File: config.mk
export PLATFORM = sky130hd
export DESIGN_NAME = snd_cmd_frontend
export DESIGN_NICKNAME = d
export VERILOG_FILES = /design/src/rtl/snd_cmd_pkg.sv /design/src/rtl/snd_cmd_fifo.sv /design/src/rtl/snd_cmd_status.sv /design/src/rtl/snd_cmd_frontend.sv
export SDC_FILE = /design/constraint.sdc
export NUM_CORES = 2
export LEC_CHECK = 0
export BUFFER_PORTS_ARGS = -buffer_cell sky130_fd_sc_hd__buf_2
export CAP_MARGIN = 20
export CORE_ASPECT_RATIO = 1.75
export CORE_MARGIN = 1
export CORE_UTILIZATION = 50
export DETAILED_ROUTE_END_ITERATION = 10
export HOLD_SLACK_MARGIN = 0.08
export PLACE_DENSITY = 0.75
export SYNTH_ARGS = -nofsm -noshare
export SYNTH_HDL_FRONTEND = slang
export SYNTH_SLANG_ARGS = --single-unit
File: constraint.sdc
create_clock -name clk -period 5.6 [get_ports clk]
set_clock_uncertainty 0.05 [all_clocks]
set_input_delay 0 -clock clk [delete_from_list [all_inputs] [get_ports clk]]
set_output_delay 0 -clock clk [all_outputs]
set_load 0.01 [all_outputs]
File: src/rtl/snd_cmd_pkg.sv
package snd_cmd_pkg;
    typedef enum logic [1:0] {OP_NONE, OP_PUSH_LO, OP_PUSH_HI, OP_STATUS} host_op_e;
    typedef enum logic [1:0] {PICK_NONE, PICK_HI, PICK_LO} pick_e;
    typedef enum logic {RSP_IDLE, RSP_VALID} rsp_e;
endpackage

File: src/rtl/snd_cmd_fifo.sv
module snd_cmd_fifo #(
    parameter int W     = 32,
    parameter int DEPTH = 8
) (
    input  logic         clk,
    input  logic         rst_n,
    input  logic         push,
    input  logic         pop,
    input  logic [W-1:0] din,
    output logic [W-1:0] dout,
    output logic         empty,
    output logic         accept
);
    localparam int PW = $clog2(DEPTH);
    localparam int CW = $clog2(DEPTH + 1);

    logic [W-1:0]  mem [DEPTH];
    logic [PW-1:0] rd_ptr, wr_ptr;
    logic [CW-1:0] count;
    logic          full, pop_eff;

    assign empty   = (count == '0);
    assign full    = (count == CW'(DEPTH));
    assign pop_eff = pop && !empty;
    // a full queue still takes a write when its head leaves in the same cycle
    assign accept  = push && (!full || pop_eff);
    assign dout    = mem[rd_ptr];

    always_ff @(posedge clk) begin
        if (accept) mem[wr_ptr] <= din;
    end

    always_ff @(posedge clk) begin
        if (!rst_n) begin
            rd_ptr <= '0;
            wr_ptr <= '0;
            count  <= '0;
        end else begin
            if (accept)  wr_ptr <= wr_ptr + 1'b1;
            if (pop_eff) rd_ptr <= rd_ptr + 1'b1;
            unique case ({accept, pop_eff})
                2'b10:   count <= count + 1'b1;
                2'b01:   count <= count - 1'b1;
                default: count <= count;
            endcase
        end
    end

    AST_NO_OVERFLOW: assert property (@(posedge clk) disable iff (!rst_n)
        count <= CW'(DEPTH));
    AST_FULL_DROP_HOLDS: assert property (@(posedge clk) disable iff (!rst_n)
        (full && push && !pop) |=> ($stable(count) && $stable(wr_ptr)));
    AST_PUSH_POP_FULL: assert property (@(posedge clk) disable iff (!rst_n)
        (full && push && pop) |=> (count == CW'(DEPTH)));
endmodule

File: src/rtl/snd_cmd_status.sv
module snd_cmd_status #(
    parameter int CH_W = 8
) (
    input  logic            clk,
    input  logic            rst_n,
    input  logic            set_pend,
    input  logic [CH_W-1:0] set_ch,
    input  logic            clr_pend,
    input  logic [CH_W-1:0] clr_ch,
    input  logic            set_rej,
    input  logic            rd,
    input  logic [CH_W-1:0] rd_ch,
    output logic            rd_pend,
    output logic            rd_rej
);
    localparam int NCH = 1 << CH_W;

    logic [NCH-1:0] pend_q, rej_q;

    for (genvar i = 0; i < NCH; i++) begin : g_ch
        always_ff @(posedge clk) begin
            if (!rst_n) begin
                pend_q[i] <= 1'b0;
                rej_q[i]  <= 1'b0;
            end else begin
                if (set_pend && set_ch == CH_W'(i))      pend_q[i] <= 1'b1;
                else if (clr_pend && clr_ch == CH_W'(i)) pend_q[i] <= 1'b0;
                // a rejection on the same edge as the read survives the read
                if (set_rej && set_ch == CH_W'(i))       rej_q[i]  <= 1'b1;
                else if (rd && rd_ch == CH_W'(i))        rej_q[i]  <= 1'b0;
            end
        end
    end

    assign rd_pend = pend_q[rd_ch];
    assign rd_rej  = rej_q[rd_ch];

    AST_REJ_RECORDED: assert property (@(posedge clk) disable iff (!rst_n)
        set_rej |=> rej_q[$past(set_ch)]);
    AST_PEND_RECORDED: assert property (@(posedge clk) disable iff (!rst_n)
        set_pend |=> pend_q[$past(set_ch)]);
endmodule

File: src/rtl/snd_cmd_frontend.sv
module snd_cmd_frontend
    import snd_cmd_pkg::*;
#(
    parameter int CH_W   = 8,
    parameter int OFF_W  = 12,
    parameter int DEPTH  = 8,
    parameter int DATA_W = 32
) (
    input  logic                clk,
    input  logic                rst_n,
    input  logic                host_we,
    input  logic                host_re,
    input  logic [CH_W+1:0]     host_addr,
    input  logic [DATA_W-1:0]   host_wdata,
    output logic                host_rvalid,
    output logic [DATA_W-1:0]   host_rdata,
    output logic                cmd_valid,
    output logic                cmd_hi,
    output logic [CH_W-1:0]     cmd_ch,
    output logic [OFF_W-1:0]    cmd_start,
    output logic [OFF_W-1:0]    cmd_stop,
    input  logic                cmd_pop
);
    localparam int ENT_W  = CH_W + 2 * OFF_W;
    localparam int KCH_LO = 2 * OFF_W;
    localparam int NQ     = 2;   // index 0 low priority, 1 high priority

    host_op_e        op;
    pick_e           pick;
    rsp_e            rsp_state;
    logic [1:0]      region;
    logic [CH_W-1:0] addr_ch, wr_ch;
    logic [ENT_W-1:0] wr_ent;
    logic [NQ-1:0]   q_push, q_pop, q_empty, q_acc;
    logic [ENT_W-1:0] q_dout [NQ];
    logic [ENT_W-1:0] head;
    logic            any_push, any_acc;
    logic            st_pend, st_rej;
    logic [1:0]      rsp_bits;

    assign region  = host_addr[CH_W+1:CH_W];
    assign addr_ch = host_addr[CH_W-1:0];

    always_comb begin
        op = OP_NONE;
        unique case (region)
            2'b00:   if (host_we) op = OP_PUSH_LO;
            2'b01:   if (host_we) op = OP_PUSH_HI;
            2'b10:   if (host_re) op = OP_STATUS;
            default: op = OP_NONE;
        endcase
    end

    // channel zero is the kernel's window onto every channel
    assign wr_ch  = (addr_ch == '0) ? host_wdata[KCH_LO +: CH_W] : addr_ch;
    assign wr_ent = {wr_ch, host_wdata[OFF_W +: OFF_W], host_wdata[0 +: OFF_W]};

    assign q_push[0] = (op == OP_PUSH_LO);
    assign q_push[1] = (op == OP_PUSH_HI);
    assign q_pop[0]  = cmd_pop && (pick == PICK_LO);
    assign q_pop[1]  = cmd_pop && (pick == PICK_HI);

    for (genvar q = 0; q < NQ; q++) begin : g_q
        snd_cmd_fifo #(.W(ENT_W), .DEPTH(DEPTH)) u_fifo (
            .clk    (clk),
            .rst_n  (rst_n),
            .push   (q_push[q]),
            .pop    (q_pop[q]),
            .din    (wr_ent),
            .dout   (q_dout[q]),
            .empty  (q_empty[q]),
            .accept (q_acc[q])
        );
    end

    always_comb begin
        pick = PICK_NONE;
        head = q_dout[0];
        unique case ({q_empty[1], q_empty[0]})
            2'b00, 2'b01: begin pick = PICK_HI; head = q_dout[1]; end
            2'b10:        begin pick = PICK_LO; head = q_dout[0]; end
            default:      begin pick = PICK_NONE; head = q_dout[0]; end
        endcase
    end

    assign cmd_valid = (pick != PICK_NONE);
    assign cmd_hi    = (pick == PICK_HI);
    assign cmd_ch    = head[2*OFF_W +: CH_W];
    assign cmd_stop  = head[OFF_W +: OFF_W];
    assign cmd_start = head[0 +: OFF_W];

    assign any_push = |q_push;
    assign any_acc  = |q_acc;

    snd_cmd_status #(.CH_W(CH_W)) u_status (
        .clk      (clk),
        .rst_n    (rst_n),
        .set_pend (any_acc),
        .set_ch   (wr_ch),
        .clr_pend (cmd_pop && cmd_valid),
        .clr_ch   (cmd_ch),
        .set_rej  (any_push && !any_acc),
        .rd       (op == OP_STATUS),
        .rd_ch    (addr_ch),
        .rd_pend  (st_pend),
        .rd_rej   (st_rej)
    );

    always_ff @(posedge clk) begin
        if (!rst_n) begin
            rsp_state <= RSP_IDLE;
            rsp_bits  <= 2'b00;
        end else begin
            unique case (rsp_state)
                RSP_IDLE:  if (op == OP_STATUS) rsp_state <= RSP_VALID;
                RSP_VALID: if (op != OP_STATUS) rsp_state <= RSP_IDLE;
                default:   rsp_state <= RSP_IDLE;
            endcase
            if (op == OP_STATUS) rsp_bits <= {st_pend, st_rej};
        end
    end

    always_comb begin
        host_rvalid = (rsp_state == RSP_VALID);
        host_rdata  = '0;
        if (rsp_state == RSP_VALID) host_rdata[1:0] = rsp_bits;
    end

    AST_HIGH_FIRST: assert property (@(posedge clk) disable iff (!rst_n)
        !q_empty[1] |-> (cmd_valid && cmd_hi));
    AST_STATUS_RESPONDS: assert property (@(posedge clk) disable iff (!rst_n)
        (host_re && !host_we && region == 2'b10) |=> host_rvalid);
    AST_IDLE_NO_RSP: assert property (@(posedge clk) disable iff (!rst_n)
        !host_re |=> !host_rvalid);
endmodule

=== Word-level counts from Yosys, hierarchy flattened ===
Memory sizes are Yosys's and may differ from the RTL's. A register that Yosys moved wholly into a read port is not among the register bits.
Index checks and enable logic that the tools add are counted.
W data, S select, Z words.

* Memory bits (writable): 512
* Memory bits (read-only): 0
* Logic and storage cells: 3,926
* Bits in latches: 0
* Register bits: 535
* Output and inout bits: 67
* Input bits: 47
* Memories kept: 2

* Multiply operators: 0
* $lt $le $gt $ge: 1
* Divide/modulo/power cells: 0
* Bitwise gates (word level): 1
* Shift operators: 0
* Equal/unequal tests: 781
* Multiplexer cells: 1,049
* Reduce and logical (&&, ||, !) cells: 1,564
* Add/sub/neg operators: 8

{| class="wikitable"
|+ Memory list
! name !! words !! width !! rd ports !! clocked after memory_dff !! write ports !! RTL line !! source
|-
| g_q[0].u_fifo.mem || 8 || 32 || 1 || 1 || 1 || snd_cmd_fifo.sv:17 || <nowiki>logic [W-1:0] mem [DEPTH];</nowiki>
|-
| g_q[1].u_fifo.mem || 8 || 32 || 1 || 1 || 1 || snd_cmd_fifo.sv:17 ||
|}

{| class="wikitable"
|+ Operators by type and width
! kind !! number
|-
| $eq A8 B8 Y1 const B || 384
|-
| $eq A8 B7 Y1 const B || 192
|-
| $mux W1 || 1,033
|-
| $logic_and A1 B1 Y1 || 1,032
|-
| $reduce_bool A2 Y1 || 515
|-
| $eq A8 B6 Y1 const B || 96
|-
| $eq A8 B5 Y1 const B || 48
|-
| $eq A8 B4 Y1 const B || 24
|-
| $eq A8 B3 Y1 const B || 12
|-
| $eq A8 B2 Y1 const B || 6
|-
| $mux W32 || 1
|-
| $eq A8 B1 Y1 const B || 3
|-
| $logic_not A8 Y1 || 3
|-
| $bmux W1 S8 || 2
|-
| $pmux W4 S2 || 2
|-
| $eq A2 B2 Y1 const B || 7
|-
| $add A3 B1 Y3 const B || 4
|-
| $eq A2 B1 Y1 const B || 6
|-
| $mux W3 || 4
|-
| $lt A8 B9 Y1 const B || 1
|-
| $add A4 B1 Y4 const B || 2
|-
| $eq A4 B4 Y1 const B || 2
|-
| $logic_not A4 Y1 || 2
|-
| $mux W8 || 1
|-
| 11 further kinds || 22
|}

=== Longest topological paths before layout ===
* Depth after elaboration: 14
* Gate-level depth with buffers: 14
* Gate-level depth less buffers: 14

=== Modules after synthesis ===
Synthesis repeated with hierarchy kept, for this count alone.

* Cells, all modules: 3,760
* Area total of the unflattened synthesis: 46,253.1 sq um

{| class="wikitable"
|+ Modules (own cells, without submodules)
! module !! instances !! area an instance (sq um) !! cells an instance !! seq. area each (sq um)
|-
| snd_cmd_status || 1 || 24,267.0 || 2,749 || 10,249.8
|-
| snd_cmd_fifo || 2 || 10,460.0 || 446 || 7,947.6
|-
| snd_cmd_frontend || 1 || 1,066.0 || 119 || 60.1
|}

=== Worst setup path after synthesis ===
Ideal clock, no wire load.

* Path type: register to register
* Start: reg g_q[1].u_fifo.count[1]
* End: mem g_q[0].u_fifo.mem[0][0], enable pin
* Setup slack: 417 ps
* Setup time: 501 ps
* Stages on the path, launching flop included: 7
* Buffers on the path: 1
* Data required time: 5,049 ps
* Period minus slack after synthesis: 5,183 ps
* Data arrival time: 4,632 ps
* Cells stage by stage: dfxtp_1 > nor4_4 > buf_6 > a21oi_2 > nor2_1 > inv_1 > nor4_1

* Word-level cells in the longest chain between the ends: 11
* Elaborated cells between the ends (all ways): 13
* Classes of those cells: eq/ne (3); mux (3); reduce/logical (7)

{| class="wikitable"
|+ Ends and longest elaborated chain
! what !! RTL line !! source
|-
| from (decl) || snd_cmd_fifo.sv:19 || <nowiki>logic [CW-1:0] count;</nowiki>
|-
| from (signal assigned) || snd_cmd_fifo.sv:42 || <nowiki>2'b10: count <= count + 1'b1;</nowiki>
|-
| from (signal assigned) || snd_cmd_fifo.sv:43 || <nowiki>2'b01: count <= count - 1'b1;</nowiki>
|-
| from (signal assigned) || snd_cmd_fifo.sv:44 || <nowiki>default: count <= count;</nowiki>
|-
| $logic_not A4 Y1 * || snd_cmd_fifo.sv:22 || <nowiki>assign empty = (count == '0);</nowiki>
|-
| $eq A2 B1 Y1 or $logic_not A2 Y1 (tied branches) || snd_cmd_frontend.sv:79 || <nowiki>unique case ({q_empty[1], q_empty[0]})</nowiki>
|-
| $reduce_or A2 Y1 || snd_cmd_frontend.sv:79 ||
|-
| $pmux W2 S2 * || snd_cmd_frontend.sv:79 ||
|-
| $eq A2 B2 Y1 * || snd_cmd_frontend.sv:60 || <nowiki>assign q_pop[0] = cmd_pop && (pick == PICK_LO);</nowiki>
|-
| $logic_and A1 B1 Y1 * || snd_cmd_frontend.sv:60 ||
|-
| $logic_and A1 B1 Y1 * || snd_cmd_fifo.sv:24 || <nowiki>assign pop_eff = pop && !empty;</nowiki>
|-
| $logic_or A1 B1 Y1 * || snd_cmd_fifo.sv:26 || <nowiki>assign accept = push && (!full || pop_eff);</nowiki>
|-
| $logic_and A1 B1 Y1 * || snd_cmd_fifo.sv:26 ||
|-
| $mux W1 * || snd_cmd_fifo.sv:30 || <nowiki>if (accept) mem[wr_ptr] <= din;</nowiki>
|-
| $mux W1 (not written as such) * || snd_cmd_fifo.sv:30 ||
|-
| to (decl) || snd_cmd_fifo.sv:17 ||
|}

Every way passes the cells marked *; elsewhere a longest branch is shown, timed or not.

=== Worst setup path after layout ===
* Start: in host_addr[0]
* End: reg rsp_bits[0]

* Word-level cells in the longest chain between the ends: 2

{| class="wikitable"
|+ Ends and longest elaborated chain
! what !! RTL line !! source
|-
| from (decl) || snd_cmd_frontend.sv:13 || <nowiki>input logic [CH_W+1:0] host_addr,</nowiki>
|-
| $bmux W1 S8 || snd_cmd_status.sv:36 || <nowiki>assign rd_rej = rej_q[rd_ch];</nowiki>
|-
| $mux W1 (not written as such) || snd_cmd_status.sv:36 ||
|-
| to (signal assigned) || snd_cmd_frontend.sv:119 || <nowiki>if (op == OP_STATUS) rsp_bits <= {st_pend, st_rej};</nowiki>
|-
| to (decl) || snd_cmd_frontend.sv:39 || <nowiki>logic [1:0] rsp_bits;</nowiki>
|}

No other way between the ends. The select of a mux whose other input is x is not followed.
A chain may end at the register's enable or synchronous reset.

==> impl_metrics.toml <==
[sta]
setup_ws_ns = 1.51
rsz0062_at_grt = "no"
setup_tns_ns = 0
finalCritPeriodShare_pct = 73.0
finalHoldViolCount = 0
setup_violations = 0
min_period_ns = 4.09
worst_pin_slew_ns = 1.24
fmax_ghz = 0.244
slew_viol_final = 0
hold_ws_ns = 0.137
slew_headroom_pct = 17.0

[critical_path]
cpMostUsedCell = "dlygate4sd3_1"
startpoint = "host_addr[0]"
r2r_end = "u_status.pend_q[140]"
crit_path_max_incr_delay_ns = 0.67
path_delay_family = "buffers and inverters"
path_buf_inv = 4
crit_path_start_kind = "primary input"
r2r_slack_ns = 1.78
path_cells = "dlygate4sd3_1 > buf_8 > buf_4 > mux4_2 > a32o_1 > a2111oi_0 > o211ai_1 > a2111oi_2 > a41oi_1 > dlygate4sd3_1"
crit_required_ns = 6.13
worst-path-max-fanout = 69
worstSetupPathType = "in2reg"
cp.arrival_ns = 4.62
path_depth = 10
reg2regPathDepth = 8
critPathCaptureType = "flop"
endpoint = "rsp_bits[0]"
slowest_stage = "buf_4"

[power_and_ir_drop]
power_frac_comb_pct = 20.5
switchingPower_mw = 5.76
pwr-share-seq_pct = 43.6
power.density_mw_per_mm2 = 374
power.share.clock_pct = 35.9
peakVddDrop_mv = 0.491
p_sw_share_pct = 30.0
cellLeakagePower_nw = 16.1
intPower_mw = 13.5

[synthesis]
synth_top_family_by_area = "compound AO/OA/AOI/OAI gates"
synthAdderAreaFrac_pct = 0.393
yosysWarnings = 0
syn_area_per_cell_um2 = 11.9
syn_inst = 3898
synth.area.top_cells = "edfxtp_1 (33%), dfxtp_1 (23%), mux4_2 (11%)"
synth_top_area_cell = "edfxtp_1"
ys_types = 78
synth-edff-count = 512
synth.most_common_cell = "nand2_1"
synth-simple-area-share_pct = 8.78
yosysSeqAreaShare_pct = 56.4
ys_ff_latch = 1053
synth_top_area_share_pct = 33.1
synthesis.area_mm2 = 0.0464
ys.flop_type = "dfxtp_1"
muxShareOfSynthArea_pct = 13.6
synthTopCellsByCount = "nand2_1 (598), dfxtp_1 (541), edfxtp_1 (512), o21ai_0 (450), a21boi_1 (282)"
synth_compound_area_share_pct = 16.8
synthArstFlopShare_pct = 0
synth_xor_area_share_pct = 0.245

[global_routing]
grt_overflow = 0
grt_pass1_wl_mm = 207
grt_usage_pct = 29.4
grt_max_degree = 205
grt_pass1_vias = 33501
antenna_found_initial = 2

[clocking]
cts.sinks = 1053
cts_made_buffers = 97
cts.clk_slew.worst_paths_ns = 0.06
cts_tree = "done"
cts_root_buf = "clkbuf_16"
clk_path_buf_depth = 3
clk_latency_ns = 0.69
htreeDepth = 3
cts_resized = 0

[route]
wl_per_cell_um = 27.0
drt_iter0_drc = 3878
detail-route-antenna-nets = 0
remaining_drc_errors = 0
vias = 33406
dr.pass1.iters = 6
totalWireLength_mm = 139
vias_per_cell = 6.48

[outcome]
outcome = "completed"

[finish]
final_nets = 3941
syn_to_final_growth_pct = 10.7
register_area_mm2 = 0.0262
multiInputGateArea_mm2 = 0.0188
drive_gt1_share_pct = 16.5
fillers = 7386
fin_area_mm2 = 0.0514
final_cells = 5153

[run]
max-cap-violations = 0

[floorplan]
io-pin-count = 114
die-height_um = 405
row_count = 147
start_util_pct = 50.5
fp.coreArea_mm2 = 0.0920
die-area_mm2 = 0.0942
die_w_um = 232

[place]
gp_congestion = 0.980
postPlaceCellArea_mm2 = 0.0477
pre_cts_slack_ns = 1.85
dpl.hpwl_mm = 82.2
placed_cells = 4933
portBuffers = 83

[min_path]
whs_path_depth = 7
hp-class = "in2reg"
## cell families (layout without fill, tap and decap cells)
family | Yosys count | count (layout)
xor gates and xnor gates | 13 | 13
AOI/OAI and AO/OA | 1215 | 1215
and+or+nand+nor | 885 | 885
buffers and inverters | 364 | 397
muxes | 353 | 353
DFF | 1053 | 1053
adders and majority gates | 14 | 14
other | 1 | 31
## power groups by stage
stage                     Clock [mW]  Sequential (mW)  Combinational, mW
after floorplan                    0             8.38               2.63
after global placement             0             8.54               3.70
after detailed placement           0             8.55               3.76
after CTS                       6.93             8.38               3.85
after global routing            7.22             8.40               4.12
final                           6.89             8.38               3.94
## how the worst min path moves through the flow
stage                        start                       end
global route        host_wdata[31]  g_q[0].u_fifo.mem[7][31]
detailed placement  host_wdata[12]  g_q[0].u_fifo.mem[1][12]
global placement    host_wdata[15]  g_q[0].u_fifo.mem[5][15]
CTS                 host_wdata[31]  g_q[0].u_fifo.mem[7][31]
finish              host_wdata[29]        u_status.rej_q[11]
floorplan            host_wdata[0]   g_q[0].u_fifo.mem[0][0]
## worst min-delay path: stages
cell and delay [ns]:
buf_2 0.13, or2_2 0.12, a21oi_1 0.13, nand3_4 0.20, nor2_4 0.12, nand2_1 0.07, a21boi_1 0.05
## placed cells by master, fill, tap and decap left out, types with 8 or more instances in the layout
cell type / count
a211oi_1: 33
a21boi_0: 235
a21boi_1: 282
a21oi_1: 37
a22oi_1: 46
and2_1: 22
buf_2: 80
buf_4: 67
bufinv_16: 8
clkbuf_1: 23
clkbuf_16: 101
clkbuf_8: 18
clkinv_2: 17
conb_1: 30
dfxtp_1: 535
dlygate4sd3_1: 39
edfxtp_1: 512
ha_1: 13
inv_1: 19
mux2_2: 8
mux2i_1: 122
mux4_2: 219
nand2_1: 598
nand2_2: 14
nand2b_1: 18
nand3_1: 47
nand4_1: 8
nor2_1: 25
nor2_2: 15
nor2_4: 46
nor2b_1: 41
o21ai_0: 450
o21ai_1: 74
xnor2_1: 9
## metal layers
metal | vias up | track usage [%] | share of wire [%]
met3 | 619 | 6.28 | 9.5
met4 | 2 | 20.5 | 7.5
met5 | - | 0 | 0.0093
met1 | 16531 | 33.3 | 34
met2 | 2019 | 49.3 | 49
li1 | 14235 | - | -
## layout make-up
cell class / instances / share of cell area [%]
Sequential cell: 1053 / 51.0
Multi-Input combinational cell: 2510 / 36.6
Clock buffer: 142 / 5.56
Timing Repair Buffer: 197 / 2.97
Tap cell: 1192 / 2.90
Clock inverter: 37 / 0.847
Inverter: 21 / 0.153
Antenna cell: 1 / 0.00487
## per-stage QoR
| step | utilization (%) | power (mW) |
|---|---|---|
| 6_report | 55.9 | 19.2 |
| 2_1_floorplan | - | 11.0 |
| 5_1_grt | 55.9 | 19.7 |
| 3_5_place_dp | 51.9 | 12.3 |
| 3_3_place_gp | 51.7 | 12.2 |
| 4_1_cts | 55.9 | 19.2 |
## what timing repair did
item                                   4_1_cts  5_1_grt
setup buffers                                0        0
endpoints found under the hold margin      620        0
hold buffers                                39        0
## registers in the layout, summed over array words and instances, names as in the netlist, named ones only
register / flops
g_q.u_fifo.wr_ptr: 6
g_q.u_fifo.rd_ptr: 6
u_status.pend_q: 256
rsp_bits: 2
g_q.u_fifo.mem: 512
host_rvalid: 1
g_q.u_fifo.count: 8
u_status.rej_q: 256
Power figures use the tool's default switching activity.
